**config.mk**
```make
export PLATFORM = sky130hd
export DESIGN_NAME = card_clk_gen
export DESIGN_NICKNAME = d
export VERILOG_FILES = /design/src/rtl/card_clk_pkg.sv /design/src/rtl/card_clk_decode.sv /design/src/rtl/card_clk_phase.sv /design/src/rtl/card_clk_stop.sv /design/src/rtl/card_clk_gen.sv
export SDC_FILE = /design/constraint.sdc
export NUM_CORES = 1
export LEC_CHECK = 0
export BUFFER_PORTS_ARGS = -buffer_cell sky130_fd_sc_hd__buf_2
export CORE_MARGIN = 3
export CORE_UTILIZATION = 40
export CTS_CLUSTER_SIZE = 25
export DETAILED_ROUTE_END_ITERATION = 8
export GPL_TIMING_DRIVEN = 0
export PLACE_DENSITY_LB_ADDON = 0.05
export RECOVER_POWER = 50
export SLEW_MARGIN = 25
export SYNTH_ARGS = -nofsm -noshare
export SYNTH_HDL_FRONTEND = slang
export SYNTH_HIERARCHICAL = 1
export SYNTH_SLANG_ARGS = --single-unit
export TNS_END_PERCENT = 1
```
**constraint.sdc**
```tcl
create_clock -name clk_i -period 2.14 [get_ports clk_i]
set_clock_uncertainty 0.1 [all_clocks]
set_input_delay 0.428 -clock clk_i [delete_from_list [all_inputs] [get_ports clk_i]]
set_output_delay 0.428 -clock clk_i [all_outputs]
set_load 0.1 [all_outputs]
```
**src/rtl/card_clk_pkg.sv**
```systemverilog
package card_clk_pkg;

  // Ratio select codes; bit 1 is the first select bit
  typedef enum logic [1:0] {
    SEL_DIV8 = 2'b00,
    SEL_DIV4 = 2'b01,
    SEL_DIV1 = 2'b10,
    SEL_DIV2 = 2'b11
  } div_sel_e;

endpackage

```
**src/rtl/card_clk_decode.sv**
```systemverilog
module card_clk_decode
  import card_clk_pkg::*;
#(
  parameter int XTAL_HALF = 1,
  parameter int CNT_W     = 4
) (
  input  logic [1:0]       sel_i,
  output logic [CNT_W-1:0] half_o
);

  // Half-period lengths in core cycles for each ratio
  localparam logic [CNT_W-1:0] HALF_D8 = CNT_W'(8 * XTAL_HALF);
  localparam logic [CNT_W-1:0] HALF_D4 = CNT_W'(4 * XTAL_HALF);
  localparam logic [CNT_W-1:0] HALF_D2 = CNT_W'(2 * XTAL_HALF);
  localparam logic [CNT_W-1:0] HALF_D1 = CNT_W'(XTAL_HALF);

  always_comb begin
    unique case (div_sel_e'(sel_i))
      SEL_DIV8: half_o = HALF_D8;
      SEL_DIV4: half_o = HALF_D4;
      SEL_DIV2: half_o = HALF_D2;
      SEL_DIV1: half_o = HALF_D1;
      default:  half_o = HALF_D8;
    endcase
  end

endmodule

```
**src/rtl/card_clk_phase.sv**
```systemverilog
module card_clk_phase #(
  parameter int XTAL_HALF = 1,
  parameter int CNT_W     = 4
) (
  input  logic             clk_i,
  input  logic             rst_ni,
  input  logic             hold_i,
  input  logic             restart_i,
  input  logic [CNT_W-1:0] half_new_i,
  output logic             lvl_o,
  output logic             boundary_o
);

  localparam logic [CNT_W-1:0] HALF_RST = CNT_W'(8 * XTAL_HALF);

  logic [CNT_W-1:0] cnt_q;
  logic [CNT_W-1:0] half_q;
  logic             lvl_q;

  assign boundary_o = ((cnt_q + 1'b1) == half_q);
  assign lvl_o      = lvl_q;

  always_ff @(posedge clk_i or negedge rst_ni) begin
    if (!rst_ni) begin
      cnt_q  <= '0;
      half_q <= HALF_RST;
      lvl_q  <= 1'b0;
    end else if (restart_i) begin
      cnt_q  <= '0;
      half_q <= half_new_i;
    end else if (!hold_i) begin
      if (boundary_o) begin
        cnt_q <= '0;
        lvl_q <= ~lvl_q;
        // a period starts at the falling edge; adopt new ratio there
        if (lvl_q) half_q <= half_new_i;
      end else begin
        cnt_q <= cnt_q + 1'b1;
      end
    end
  end


  ratio_switch_chk: assert property (@(posedge clk_i) disable iff (!rst_ni)
    (half_q != $past(half_q)) |-> ($fell(lvl_q) || $past(restart_i)));


  hold_freezes_chk: assert property (@(posedge clk_i) disable iff (!rst_ni)
    hold_i |=> $stable(lvl_q));

endmodule

```
**src/rtl/card_clk_stop.sv**
```systemverilog
module card_clk_stop (
  input  logic clk_i,
  input  logic rst_ni,
  input  logic stop_i,
  input  logic stop_lvl_i,
  input  logic lvl_i,
  input  logic boundary_i,
  output logic hold_o,
  output logic restart_o
);

  logic frozen_q;
  logic enter;

  // park on the edge that brings the clock to the requested level
  assign enter     = ~frozen_q & boundary_i & stop_i & ((~lvl_i) == stop_lvl_i);
  assign hold_o    = frozen_q & stop_i;
  assign restart_o = frozen_q & ~stop_i;

  always_ff @(posedge clk_i or negedge rst_ni) begin
    if (!rst_ni)        frozen_q <= 1'b0;
    else if (enter)     frozen_q <= 1'b1;
    else if (restart_o) frozen_q <= 1'b0;
  end


  freeze_level_chk: assert property (@(posedge clk_i) disable iff (!rst_ni)
    $rose(frozen_q) |-> (lvl_i == $past(stop_lvl_i)));


  held_level_chk: assert property (@(posedge clk_i) disable iff (!rst_ni)
    (frozen_q && $past(frozen_q)) |-> $stable(lvl_i));

endmodule

```
**src/rtl/card_clk_gen.sv**
```systemverilog
module card_clk_gen #(
  parameter int XTAL_HALF = 1
) (
  input  logic       clk_i,
  input  logic       rst_ni,
  input  logic [1:0] div_sel_i,
  input  logic       stop_i,
  input  logic       stop_lvl_i,
  output logic       card_clk_o
);

  localparam int CNT_W = $clog2(8 * XTAL_HALF + 1);

  logic [CNT_W-1:0] half_new;
  logic             hold;
  logic             restart;
  logic             lvl;
  logic             boundary;

  card_clk_decode #(.XTAL_HALF(XTAL_HALF), .CNT_W(CNT_W)) u_decode (
    .sel_i  (div_sel_i),
    .half_o (half_new)
  );

  card_clk_phase #(.XTAL_HALF(XTAL_HALF), .CNT_W(CNT_W)) u_phase (
    .clk_i      (clk_i),
    .rst_ni     (rst_ni),
    .hold_i     (hold),
    .restart_i  (restart),
    .half_new_i (half_new),
    .lvl_o      (lvl),
    .boundary_o (boundary)
  );

  card_clk_stop u_stop (
    .clk_i      (clk_i),
    .rst_ni     (rst_ni),
    .stop_i     (stop_i),
    .stop_lvl_i (stop_lvl_i),
    .lvl_i      (lvl),
    .boundary_i (boundary),
    .hold_o     (hold),
    .restart_o  (restart)
  );

  assign card_clk_o = lvl;

endmodule

```
==> run summary <==
R2R depth = 5
Number of cells on the critical path = 5
Critical path's top delay family = flip-flops
Gpl congestion = 0.698
Worst path slowest cell = dfrtp_1
Post-synthesis sequential area ratio = 42.2%
Final Util = 50.3%
Switching share of power = 43.2%
Clk slew on worst S/H paths = 0.07 ns
Largest family of logic cells by synthesized area = simple AND/OR/NAND/NOR gates
Synth Area in Adders = 2.10%
Resized cells post-CTS = 0
Avg WL per Cell = 12.9 um
Overflow after GRT = 0
RSZ-0062 raised after global routing = no
Die area = 1990 um2
Initial antenna violation count = 0
Antenna Cells = 0
Chip height = 44.6 um
DP Area = 644 um2
CTS tree = built
Most frequent cell after synthesis = dfrtp_1
Netlist cell types = 28
CP endpoint kind = register
HP Class = input port to register
Synth Area in Compound Gates = 11.8%
Sequential Power Share = 32.3%
Count of pins over their slew limit = 0
Post-DR vias/cell = 5.32
IO buf count = 6
Num rows = 13
Fin nets = 72
Max Fanout on Critical Path = 5
Clk_lat worst skew = 0.26 ns
Tcrit/Tclk final = 92.2%
Max_cap viols = 0
Total Routing Usage GR = 13.2%
Buffers and inverters on the worst path = 0
Slew @ Worst Pin = 0.550 ns
CTS buffer count = 3
Syn_area_per_cell = 11.2 um2
DRT Wirelength = 1.02 mm
CP startpoint kind = register
Slew HR = 63.3%
IO Count = 7
Mux cell area share after synthesis = 9.24%
Max Fclk = 0.507 GHz
P_int = 641 uW
Synth Cell Area = 596 um2
Synth async-reset ratio = 100%
Vias = 420
Root buf cell = clkbuf_4
Setup Viol. Count Final = 0
Sink Count = 10
Run status = complete, no violations
Chip width = 44.6 um
First-pass GRT wire length = 1.83 mm
DRC violations left = 0
XOR/XNOR Fraction of Synth Area = 13.0%
Post-synth top area share = 37.8%
Simple-gate share of the synthesized area = 19.5%
Reg-to-reg slack, setup = 0.17 ns
Power Dens Cells = 1660 nW/um2
Final HPWL DP = 735 um
First DRT Iteration DRCs = 3
Post-route ant nets = 0
Final hold vios = 0
Syn Nets = 60
CTS Buffer Depth = 2
Worst Setup Path Type = register to register
P_leak = 0.000293 uW
Setup TNS = 0 ns
Synth top cells by count = dfrtp_1 (9), mux2_2 (4), nor2_1 (4), xnor2_1 (4)
Ys flop type = dfrtp_1
Gate Count Post-Synth = 53
Switching power = 488 uW
Crit path DAT = 2.03 ns
Final Instance Area = 679 um2
Share of cells above drive strength 1 = 35.9%
Hold Path Stages = 2
Ranking of synthesized cells by area = dfrtp_1 (38%), mux2_2 (7.6%), xnor2_1 (5.9%)
Syn-to-layout area delta = 14.1%
Max incr delay on CP = 0.45 ns
Total core area = 1350 um2
Peak supply drop = 0.570 mV
DRT Pass-1 Iters = 3
Initial core utilization = 44.1%
Setup bufs post-CTS = 0
Ys Warns = 6
Largest net degree at the start of global routing = 11
Vias in the first global route = 398
CP cell instances = ha_1 > xor2_1 > nor2_1 > a41oi_2 > mux2_2
Clock power share = 12.3%
Post-synth EDFFs = 0
Critical path required time = 2.19 ns
H-tree depth = 1
Seq cells post-synth = 10
# fillers = 137
Post-layout minimum cycle time = 1.97 ns
Comb power frac = 55.3%
Dominant cell type by area after synthesis = dfrtp_1
-- final cells by class --
cell class	instances	area, um2	area share (%)
tap	15	18.8	2.76
inverter	1	3.75	0.552
multi-input combinational	40	332	48.8
clock buffer	4	26.3	3.87
buffer	2	8.76	1.29
sequential	10	251	37.0
timing repair buffer	7	38.8	5.71
-- what timing repair did --
item	CTS	global route
endpoints found under the setup margin	0	0
hold buffers	1	0
endpoints found under the hold margin	9	0
-- path summary, 6_finish.rpt --
| kind | end | from |
|---|---|---|
| worst min register to register | u_phase/half_q[1] | u_phase/half_q[1] |
| max in group asynchronous | u_phase/half_q[3] | rst_ni |
| worst max register to register | u_phase/half_q[1] | u_phase/cnt_q[0] |
| worst max-delay path | u_phase/half_q[1] | u_phase/cnt_q[0] |
| min in group asynchronous | u_stop/frozen_q | rst_ni |
| worst min-delay path | u_stop/frozen_q | stop_i |
-- flip-flops by register name (all words and copies together) (netlist names) --
signal           flops
u_phase/lvl_o        1
u_phase/half_q       4
u_phase/cnt_q        4
u_stop/frozen_q      1
-- metrics by stage --
step | total power (uW) | hold slack [ns] | cells | setup WS [ns]
finish | 1130 | 0.319 | 79 | 0.167
CTS | 1140 | 0.308 | 79 | 0.168
global placement | 989 | 0.205 | 74 | 0.0986
detailed placement | 993 | 0.204 | 74 | 0.112
floorplan | 887 | 0.0324 | 53 | 0.151
global route | 1230 | 0.325 | 79 | 0.0445
-- cell families (layout without fill, tap and decap cells) --
logic type	count (synthesis)	in the layout
AO/OA/AOI/OAI	8	8
flip-flops	10	10
AND/OR/NAND/NOR	18	18
buffers and inverters	3	14
adder cells (fa/ha/maj)	1	1
XOR/XNOR	8	8
multiplexers	5	5
-- routing by layer --
metal | vias to the layer above | routed length [um] | GRT usage (%)
li1 | 211 | - | -
met1 | 199 | 514 | 18.3
met2 | 6 | 447 | 17.5
met3 | 4 | 33 | 3.66
met4 | 0 | 23 | 9.04
met5 | - | 0 | 0
-- cell usage in the layout (no fill, tap or decap), drive strengths merged, types with 2 or more instances in the layout --
cell type and n:
clkbuf 6, and2b 2, a21oi 2, o31ai 2, buf 6, nand3b 3, mux2 4, xnor2 5
nor2b 2, and2 2, dfrtp 9, nor2 4, xor2 3
-- power by group through the flow --
stage	registers (uW)	logic, uW	clock network, uW
final	365	625	139
after detailed placement	369	624	0
after global routing	381	693	158
after CTS	365	630	148
after global placement	369	620	0
after floorplan	422	465	0
Power figures use the tool's default switching activity.
